File: config.mk
export PLATFORM = sky130hd
export DESIGN_NAME = rxFifoIrq
export DESIGN_NICKNAME = d
export VERILOG_FILES = /design/src/rtl/rxq_pkg.sv /design/src/rtl/rxqDatapath.sv /design/src/rtl/rxqControl.sv /design/src/rtl/rxFifoIrq.sv
export SDC_FILE = /design/constraint.sdc
export NUM_CORES = 1
export LEC_CHECK = 0
export BUFFER_PORTS_ARGS = -buffer_cell sky130_fd_sc_hd__buf_2
export CORE_MARGIN = 4
export CORE_UTILIZATION = 30
export DETAILED_ROUTE_END_ITERATION = 16
export GPL_ROUTABILITY_DRIVEN = 0
export GPL_TIMING_DRIVEN = 1
export HOLD_SLACK_MARGIN = 0.08
export PLACE_DENSITY_LB_ADDON = 0.05
export SYNTH_ARGS = -nofsm -noshare
export SYNTH_HDL_FRONTEND = slang
export SYNTH_SLANG_ARGS = --single-unit
File: constraint.sdc
create_clock -name clk -period 2.7 [get_ports clk]
set_input_delay 0.54 -clock clk [delete_from_list [all_inputs] [get_ports clk]]
set_output_delay 0.54 -clock clk [all_outputs]
set_load 0.01 [all_outputs]
File: src/rtl/rxq_pkg.sv
package rxq_pkg;
  // Per-cycle strobes from control to datapath
  typedef struct packed {
    logic push;   // store pushData
    logic pop;    // advance read side, load popData
    logic flush;  // drop all contents
  } rxqStrobes_t;
endpackage

File: src/rtl/rxqDatapath.sv
module rxqDatapath
  import rxq_pkg::*;
#(
  parameter int DEPTH = 128,
  parameter int DW    = 8
) (
  input  logic                       clk,
  input  logic                       rstN,
  input  rxqStrobes_t                strb,
  input  logic [DW-1:0]              pushData,
  output logic [DW-1:0]              popData,
  output logic [$clog2(DEPTH+1)-1:0] count
);
  localparam int AW = $clog2(DEPTH);
  localparam int CW = $clog2(DEPTH+1);

  logic [DW-1:0] mem [DEPTH];
  logic [AW-1:0] wrPtr, rdPtr;

  function automatic logic [AW-1:0] bump(input logic [AW-1:0] p);
    return (p == AW'(DEPTH-1)) ? '0 : p + 1'b1;
  endfunction

  always_ff @(posedge clk) begin
    if (strb.push && !strb.flush) mem[wrPtr] <= pushData;
  end

  always_ff @(posedge clk or negedge rstN) begin
    if (!rstN) begin
      wrPtr   <= '0;
      rdPtr   <= '0;
      count   <= '0;
      popData <= '0;
    end else if (strb.flush) begin
      wrPtr <= '0;
      rdPtr <= '0;
      count <= '0;
    end else begin
      if (strb.push) wrPtr <= bump(wrPtr);
      if (strb.pop) begin
        rdPtr   <= bump(rdPtr);
        popData <= mem[rdPtr];
      end
      if (strb.push && !strb.pop)      count <= count + 1'b1;
      else if (strb.pop && !strb.push) count <= count - 1'b1;
    end
  end


  count_bound_chk: assert property (@(posedge clk) disable iff (!rstN)
    count <= CW'(DEPTH));

  flush_empties_chk: assert property (@(posedge clk) disable iff (!rstN)
    strb.flush |=> count == '0);
endmodule

File: src/rtl/rxqControl.sv
module rxqControl
  import rxq_pkg::*;
#(
  parameter int DEPTH      = 128,
  parameter int TRIG_SHIFT = 3
) (
  input  logic                       clk,
  input  logic                       rstN,
  input  logic                       pushValid,
  input  logic                       popStrobe,
  input  logic                       fifoClear,
  input  logic                       emptyInvert,
  input  logic                       trigInvert,
  input  logic [3:0]                 trigLevel,
  input  logic                       irqClear,
  input  logic [$clog2(DEPTH+1)-1:0] count,
  output rxqStrobes_t                strb,
  output logic                       emptyIrq,
  output logic                       trigIrq,
  output logic                       overrunFlag
);
  localparam int CW = $clog2(DEPTH+1);

  logic          isFull, isEmpty, popOk, pushOk;
  logic [CW-1:0] nextCount, thrLevel;
  logic          emptyEvt, trigEvt, overrunEvt;

  assign isFull   = (count == CW'(DEPTH));
  assign isEmpty  = (count == '0);
  assign thrLevel = CW'(trigLevel) << TRIG_SHIFT;

  assign popOk  = popStrobe && !isEmpty && !fifoClear;
  assign pushOk = pushValid && (!isFull || popOk) && !fifoClear;

  assign strb.push  = pushOk;
  assign strb.pop   = popOk;
  assign strb.flush = fifoClear;

  always_comb begin
    nextCount = count;
    if (pushOk && !popOk)      nextCount = count + 1'b1;
    else if (popOk && !pushOk) nextCount = count - 1'b1;
  end

  always_comb begin
    emptyEvt = 1'b0;
    trigEvt  = 1'b0;
    if (!fifoClear) begin
      emptyEvt = emptyInvert ? (isEmpty && nextCount == CW'(1))
                             : (count == CW'(1) && nextCount == '0);
      trigEvt  = trigInvert  ? (count > thrLevel && nextCount == thrLevel)
                             : (count < thrLevel && nextCount == thrLevel);
    end
    overrunEvt = pushValid && isFull && !popOk && !fifoClear;
  end

  always_ff @(posedge clk or negedge rstN) begin
    if (!rstN) begin
      emptyIrq    <= 1'b0;
      trigIrq     <= 1'b0;
      overrunFlag <= 1'b0;
    end else begin
      emptyIrq    <= emptyEvt   || (emptyIrq    && !irqClear);
      trigIrq     <= trigEvt    || (trigIrq     && !irqClear);
      overrunFlag <= overrunEvt || (overrunFlag && !irqClear);
    end
  end


  empty_sticky_chk: assert property (@(posedge clk) disable iff (!rstN)
    emptyIrq && !irqClear |=> emptyIrq);

  trig_sticky_chk: assert property (@(posedge clk) disable iff (!rstN)
    trigIrq && !irqClear |=> trigIrq);

  full_drop_chk: assert property (@(posedge clk) disable iff (!rstN)
    isFull && pushValid && !popStrobe && !fifoClear |=> overrunFlag && count == CW'(DEPTH));

  pair_quiet_chk: assert property (@(posedge clk) disable iff (!rstN)
    pushValid && popStrobe && !isEmpty && !fifoClear && !irqClear
    |=> $stable(count) && $stable(emptyIrq) && $stable(trigIrq));

  flush_quiet_chk: assert property (@(posedge clk) disable iff (!rstN)
    fifoClear && !irqClear |=> $stable(emptyIrq) && $stable(trigIrq) && $stable(overrunFlag));
endmodule

File: src/rtl/rxFifoIrq.sv
module rxFifoIrq
  import rxq_pkg::*;
#(
  parameter int DEPTH      = 128,
  parameter int DW         = 8,
  parameter int TRIG_SHIFT = 3
) (
  input  logic                       clk,
  input  logic                       rstN,
  input  logic                       pushValid,
  input  logic [DW-1:0]              pushData,
  input  logic                       popStrobe,
  input  logic                       fifoClear,
  input  logic                       emptyInvert,
  input  logic                       trigInvert,
  input  logic [3:0]                 trigLevel,
  input  logic                       irqClear,
  output logic [DW-1:0]              popData,
  output logic [$clog2(DEPTH+1)-1:0] fillCount,
  output logic                       emptyIrq,
  output logic                       trigIrq,
  output logic                       overrunFlag,
  output logic                       txFifoClear
);
  rxqStrobes_t strb;

  assign txFifoClear = fifoClear;

  rxqControl #(.DEPTH(DEPTH), .TRIG_SHIFT(TRIG_SHIFT)) ctrl (
    .clk, .rstN, .pushValid, .popStrobe, .fifoClear, .emptyInvert,
    .trigInvert, .trigLevel, .irqClear, .count(fillCount), .strb,
    .emptyIrq, .trigIrq, .overrunFlag
  );

  rxqDatapath #(.DEPTH(DEPTH), .DW(DW)) dp (
    .clk, .rstN, .strb, .pushData, .popData, .count(fillCount)
  );


  idle_pop_chk: assert property (@(posedge clk) disable iff (!rstN)
    popStrobe && !pushValid && fillCount == '0 |=> $stable(popData) && fillCount == '0);
endmodule

Yosys cells after proc, flatten, opt, wreduce, memory -nomap -nowiden --
Memory sizes are Yosys's and may differ from the RTL's. A register that Yosys moved wholly into a read port is not among the register bits. Index checks and enable logic that the tools add are counted.
Word-level totals: bits in registers 25, bits in latches 0, memory bits (writable) 1024, bits in read-only memories 0, bits of input ports 20, logic and storage cells 68, memories 1
Memory list:
- dp.mem | depth 128, bits a word 8, rd ports 1, clocked after memory_dff 1, write ports 1, line rxqDatapath.sv:17 | logic [DW-1:0] mem [DEPTH];
Operators by class: add/subtract/negate cells 4, $mul 0, div/mod/pow operators 0, order comparisons 2, eq/ne operators 6, shift operators 0, muxes and demuxes 15, bitwise logic cells 1, reduce and logical (&&, ||, !) cells 33
Operators by type and width (number):
- 2-to-1 mux 7 bit | 6
- 2-to-1 mux 8 bit | 3
- logical AND 1 bit | 17
- == test 8 x 1 -> 1 bit, second input constant | 2
- logical NOT 8 bit | 2
- adder 7 x 1 -> 7 bit, second input constant | 2
- == test 7 bit, second input constant | 2
- adder 8 x 1 -> 8 bit, second input constant | 1
- == test 8 x 7 -> 1 bit | 1
- == test 8 bit, second input constant | 1
- greater-than comparator 8 x 7 -> 1 bit | 1
- less-than comparator 8 x 7 -> 1 bit | 1
- subtractor 8 x 1 -> 8 bit, second input constant | 1
- logical NOT 1 bit | 7
- 2-to-1 mux 1 bit | 6
- logical OR 1 bit | 4
- nonzero test 2 bit | 2
- AND reduction 2 bit | 1
- NOT 1 bit | 1

Longest topological paths before layout --
depth after elaboration 16, depth in mapped cells 9, depth with buffers taken out 8

Cells and area by module --
A second synthesis with hierarchy kept.
Second synthesis, totals: cells, all modules 2263, area, all modules 42305.6 um2
Modules (own cells, without submodules):
- rxqDatapath | instances 1, cells an instance 2163, area an instance 41526.1 um2
- rxqControl | instances 1, cells an instance 99, area an instance 772.0 um2
- rxFifoIrq | instances 1, cells an instance 1, area an instance 7.5 um2

Least setup slack after synthesis --
OpenSTA, ideal clock, no wires.
path type register to register, from register dp.count[0], to memory dp.mem[99][0], enable pin, arrival 2.444 ns, setup slack -0.115 ns, cell stages (with the launch flop) 9, path buffers 1, period minus slack after synthesis 2.815 ns, cell sequence dfrtp_1 -> inv_1 -> ha_1 -> nor2b_1 -> a31oi_1 -> nor2b_1 -> nand3_1 -> buf_2 -> nor2_1
Between the ends: word-level cells in the longest chain between the ends 10, elaborated cells between the ends (all ways) 12, classes of those cells eq/ne (1); mux (2); reduce/logical (9)
RTL lines:
- start, declared | line rxqDatapath.sv:12 | output logic [$clog2(DEPTH+1)-1:0] count
- start signal, assigned | line rxqDatapath.sv:44 | if (strb.push && !strb.pop) count <= count + 1'b1;
- start signal, assigned | line rxqDatapath.sv:45 | else if (strb.pop && !strb.push) count <= count - 1'b1;
- logical NOT 8 bit | line rxqControl.sv:29 | assign isEmpty = (count == '0);
- logical NOT 1 bit | line rxqControl.sv:32 | assign popOk = popStrobe && !isEmpty && !fifoClear;
- logical AND 1 bit (2 in series) | line rxqControl.sv:32
- logical OR 1 bit (*) | line rxqControl.sv:33 | assign pushOk = pushValid && (!isFull || popOk) && !fifoClear;
- logical AND 1 bit (*) (2 in series) | line rxqControl.sv:33
- logical AND 1 bit (*) | line rxqDatapath.sv:25 | if (strb.push && !strb.flush) mem[wrPtr] <= pushData;
- 2-to-1 mux 1 bit (*) | line rxqDatapath.sv:25
- 2-to-1 mux 1 bit (not written as such) (*) | line rxqDatapath.sv:25
- end, declared | line rxqDatapath.sv:17
Mark *: on every way between the ends. The rest lies on a longest branch, timed or not.

==> summary.txt <==
Yosys
  • Most common flop cell mapped by yosys: sky130_fd_sc_hd__edfxtp_1
  • Cell taking the most area after synthesis: sky130_fd_sc_hd__edfxtp_1
  • Share of synthesized registers carrying an async set or reset: 0.0312
  • Largest cells by area after synthesis: sky130_fd_sc_hd__edfxtp_1 (74%), sky130_fd_sc_hd__mux4_2 (15%), sky130_fd_sc_hd__dfrtp_1 (2.0%), sky130_fd_sc_hd__nor2_1 (1.4%), sky130_fd_sc_hd__mux2i_1 (1.4%)
  • Synthesis Warnings: 0
  • Avg Cell Area, Syn: 21.1 µm²
  • Post-synthesis instance area: 41800 µm²
  • Share of the synthesized area in the top cell type: 0.736
  • Total nets after synthesis: 2007
  • Synth unique cells: 71
  • Number of synthesized flops with an enable pin: 1024
  • Post-synthesis cell count: 1977
  • Portion of the post-synthesis area used by sequential elements: 0.756
  • Number of synthesized register bits: 1057

Final layout
  • Most frequent cells in the layout: sky130_fd_sc_hd__edfxtp_1 (1024), sky130_fd_sc_hd__mux4_2 (272), sky130_fd_sc_hd__buf_4 (267)
  • Area growth from synthesis to layout: 21.3%
  • Final Net Count: 2380
  • Share of layout cells above drive strength 1: 0.351
  • Most common cell after layout, fill and taps aside: sky130_fd_sc_hd__edfxtp_1
  • Combined flip-flop and latch cell area: 31600 µm²
  • Total non-filler cell area in the finished layout: 50700 µm²
  • Combined area of the multi-input logic cells: 9610 µm²
  • Fillers: 12700

Clocking
  • Number of buffers on the longest clock path: 3
  • Clock sink count: 1057
  • Root Buffer Master: sky130_fd_sc_hd__clkbuf_16
  • TritonCTS buffer count: 118
  • Clk pin slew, worst setup/hold paths: 0.06 ns
  • Clock tree from TritonCTS: built
  • H-tree levels: 3
  • Worst-Skew Late Latency: 0.74 ns

STA
  • Hold Vio Cnt, Final: 0
  • Transition time of the tightest slew-check pin: 0.743 ns
  • Worst hold slack: 0.207 ns
  • RSZ-0062 raised after global routing: yes
  • Highest clock rate: 357 MHz
  • Portion of the clock cycle consumed by the worst path in the final layout: 1.04
  • Number of pins exceeding their max-slew limit in the final report: 0
  • Setup violators final: 5
  • Worst Slack Setup Final: -0.100 ns
  • Worst relative slew slack: 0.505
  • Final-layout setup total negative slack: -0.296 ns
  • Worst clock skew: 0.0497 ns
  • Final Critical Period: 2.80 ns

Route
  • Vias/cell: 4.90
  • First-pass DRT Iterations: 5
  • Final antenna-violating net count: 0
  • Final routed DRC violation total: 0
  • Per-cell routed wire length: 27.3 µm
  • Post-Route WL: 116 mm
  • Detailed Route Iter0 Violations: 1540
  • Via count of the routed design: 20800

Run status
  • Failing checks: negative setup slack
  • Result of the run: finished, violations left

Global routing
  • Global-route wire length before repair: 165 mm
  • Global-route total usage across every layer: 0.158
  • Maximum number of pins on one net before global-route repair: 129
  • Vias in the first global route: 22100
  • Initial antenna violation count: 6
  • Overflow left after global routing: 0

Power and ir drop
  • Leakage: 15.9 nW
  • Power density relative to cell area: 783 nW/µm²
  • Max IR drop VDD: 573 µV

Die
  • I/O pin count: 40
  • Floorplan row count: 136
  • Initial core utilization: 0.303
  • Die width: 381 µm
  • Height of the die: 381 µm
  • Full die area: 145000 µm²
  • Core region area: 138000 µm²

Place
  • DP HPWL: 72.4 mm
  • Number of buffers added on ports: 39
  • Total cell area at the placement stage: 46500 µm²

Worst setup path
  • Setup slack on the worst flop-to-flop path: -0.10 ns
  • Endpoint class of the critical path: flop
  • Required time of the worst setup path: 3.29 ns
  • Kind of start point of the critical path: flop
  • Critical path peak fanout: 6
  • Arrival time at the worst endpoint: 3.39 ns
  • Class of the most critical setup path: flop to flop

Hold path
  • Worst hold-check path type: primary input to flop

Job
  • Maximum Capacitance Violations: 0
==> registers in the layout (all words and copies together) (netlist names) <==
name              flops
ctrl.emptyIrq         1
dp.popData            8
dp.count              8
ctrl.trigIrq          1
dp.rdPtr              7
dp.mem             1024
dp.wrPtr              7
ctrl.overrunFlag      1
==> power breakdown <==
group	leakage [nW]	internal [mW]	total, mW	switching (mW)
sequential	9.64	18.1	18.3	0.199
clock	1.80	8.77	15.3	6.50
combinational	4.47	3.19	6.10	2.91
==> worst paths after layout <==
path | startpoint | end | cells after the start
min in group asynchronous | rstN | dp.count[4] | 2
hold / removal | fifoClear | dp.count[5] | 3
hold reg to reg | ctrl.emptyIrq | ctrl.emptyIrq | 2
max in group asynchronous | rstN | dp.rdPtr[2] | 2
setup reg to reg | dp.rdPtr[0] | dp.popData[7] | 7
setup / recovery | dp.rdPtr[0] | dp.popData[7] | 7
==> repair_timing <==
item,in CTS,in global routing
pin swaps,4,6
hold endpoints to repair,35,0
setup buffers,10,8
setup endpoints to repair,7,109
gates cloned,0,5
gates resized for setup,14,13
hold buffers,3,0
==> metal layers <==
metal  vias up  part of all wire  track usage
li1       9001                 -            -
met1     11200              0.47        0.226
met2       430              0.47        0.251
met3       128             0.039       0.0248
met4         0             0.021       0.0429
met5         -                 0            0
==> area by class of cell <==
| cell class | count | area share |
|---|---|---|
| well taps | 1794 | 0.0443 |
| inverters | 15 | 0.00111 |
| clock buffers | 159 | 0.0634 |
| clock inverters | 55 | 0.00899 |
| multi-input cells | 794 | 0.190 |
| repair buffers | 364 | 0.0686 |
| diodes | 4 | 0.000198 |
| flip-flops and latches | 1057 | 0.624 |
==> cell usage after synthesis (15+ instances only) <==
| master | n |
|---|---|
| sky130_fd_sc_hd__a21oi_1 | 19 |
| sky130_fd_sc_hd__a22oi_1 | 40 |
| sky130_fd_sc_hd__buf_1 | 18 |
| sky130_fd_sc_hd__buf_2 | 36 |
| sky130_fd_sc_hd__clkbuf_1 | 35 |
| sky130_fd_sc_hd__dfrtp_1 | 33 |
| sky130_fd_sc_hd__edfxtp_1 | 1024 |
| sky130_fd_sc_hd__inv_1 | 15 |
| sky130_fd_sc_hd__mux2i_1 | 58 |
| sky130_fd_sc_hd__mux4_2 | 272 |
| sky130_fd_sc_hd__nand2_1 | 48 |
| sky130_fd_sc_hd__nand3_1 | 17 |
| sky130_fd_sc_hd__nor2_1 | 155 |
| sky130_fd_sc_hd__nor2b_1 | 18 |
| sky130_fd_sc_hd__o211ai_1 | 25 |
| sky130_fd_sc_hd__o22ai_1 | 18 |
==> kinds of logic after synthesis <==
family | Yosys count | share of synthesized area
mux | 339 | 0.163
compound gates | 153 | 0.0273
simple gates | 279 | 0.0302
xor+xnor | 13 | 0.00389
fa+ha+maj | 10 | 0.00300
flops | 1057 | 0.756
buf+inv | 126 | 0.0166
==> per-stage QoR <==
step | util | total power, mW | std cells | setup slack (ns)
after detailed placement | 0.338 | 24.5 | 3998 | -0.328
after floorplan | - | 22.1 | 1977 | -0.115
after CTS | 0.366 | 40.2 | 4225 | -0.114
after global placement | 0.338 | 24.5 | 3998 | -0.310
final | 0.368 | 39.7 | 4242 | -0.100
after global routing | 0.367 | 41.4 | 4238 | -0.188
==> critical path, cell delays in order, from the launching register on <==
cell                       delay [ns]
sky130_fd_sc_hd__dfrtp_4         0.49
sky130_fd_sc_hd__buf_12          0.15
sky130_fd_sc_hd__buf_16          0.14
sky130_fd_sc_hd__buf_16          0.14
sky130_fd_sc_hd__mux4_2          0.43
sky130_fd_sc_hd__mux4_2          0.52
sky130_fd_sc_hd__o211ai_1        0.57
sky130_fd_sc_hd__o211ai_1        0.18
(Power assumes the default switching activity.)
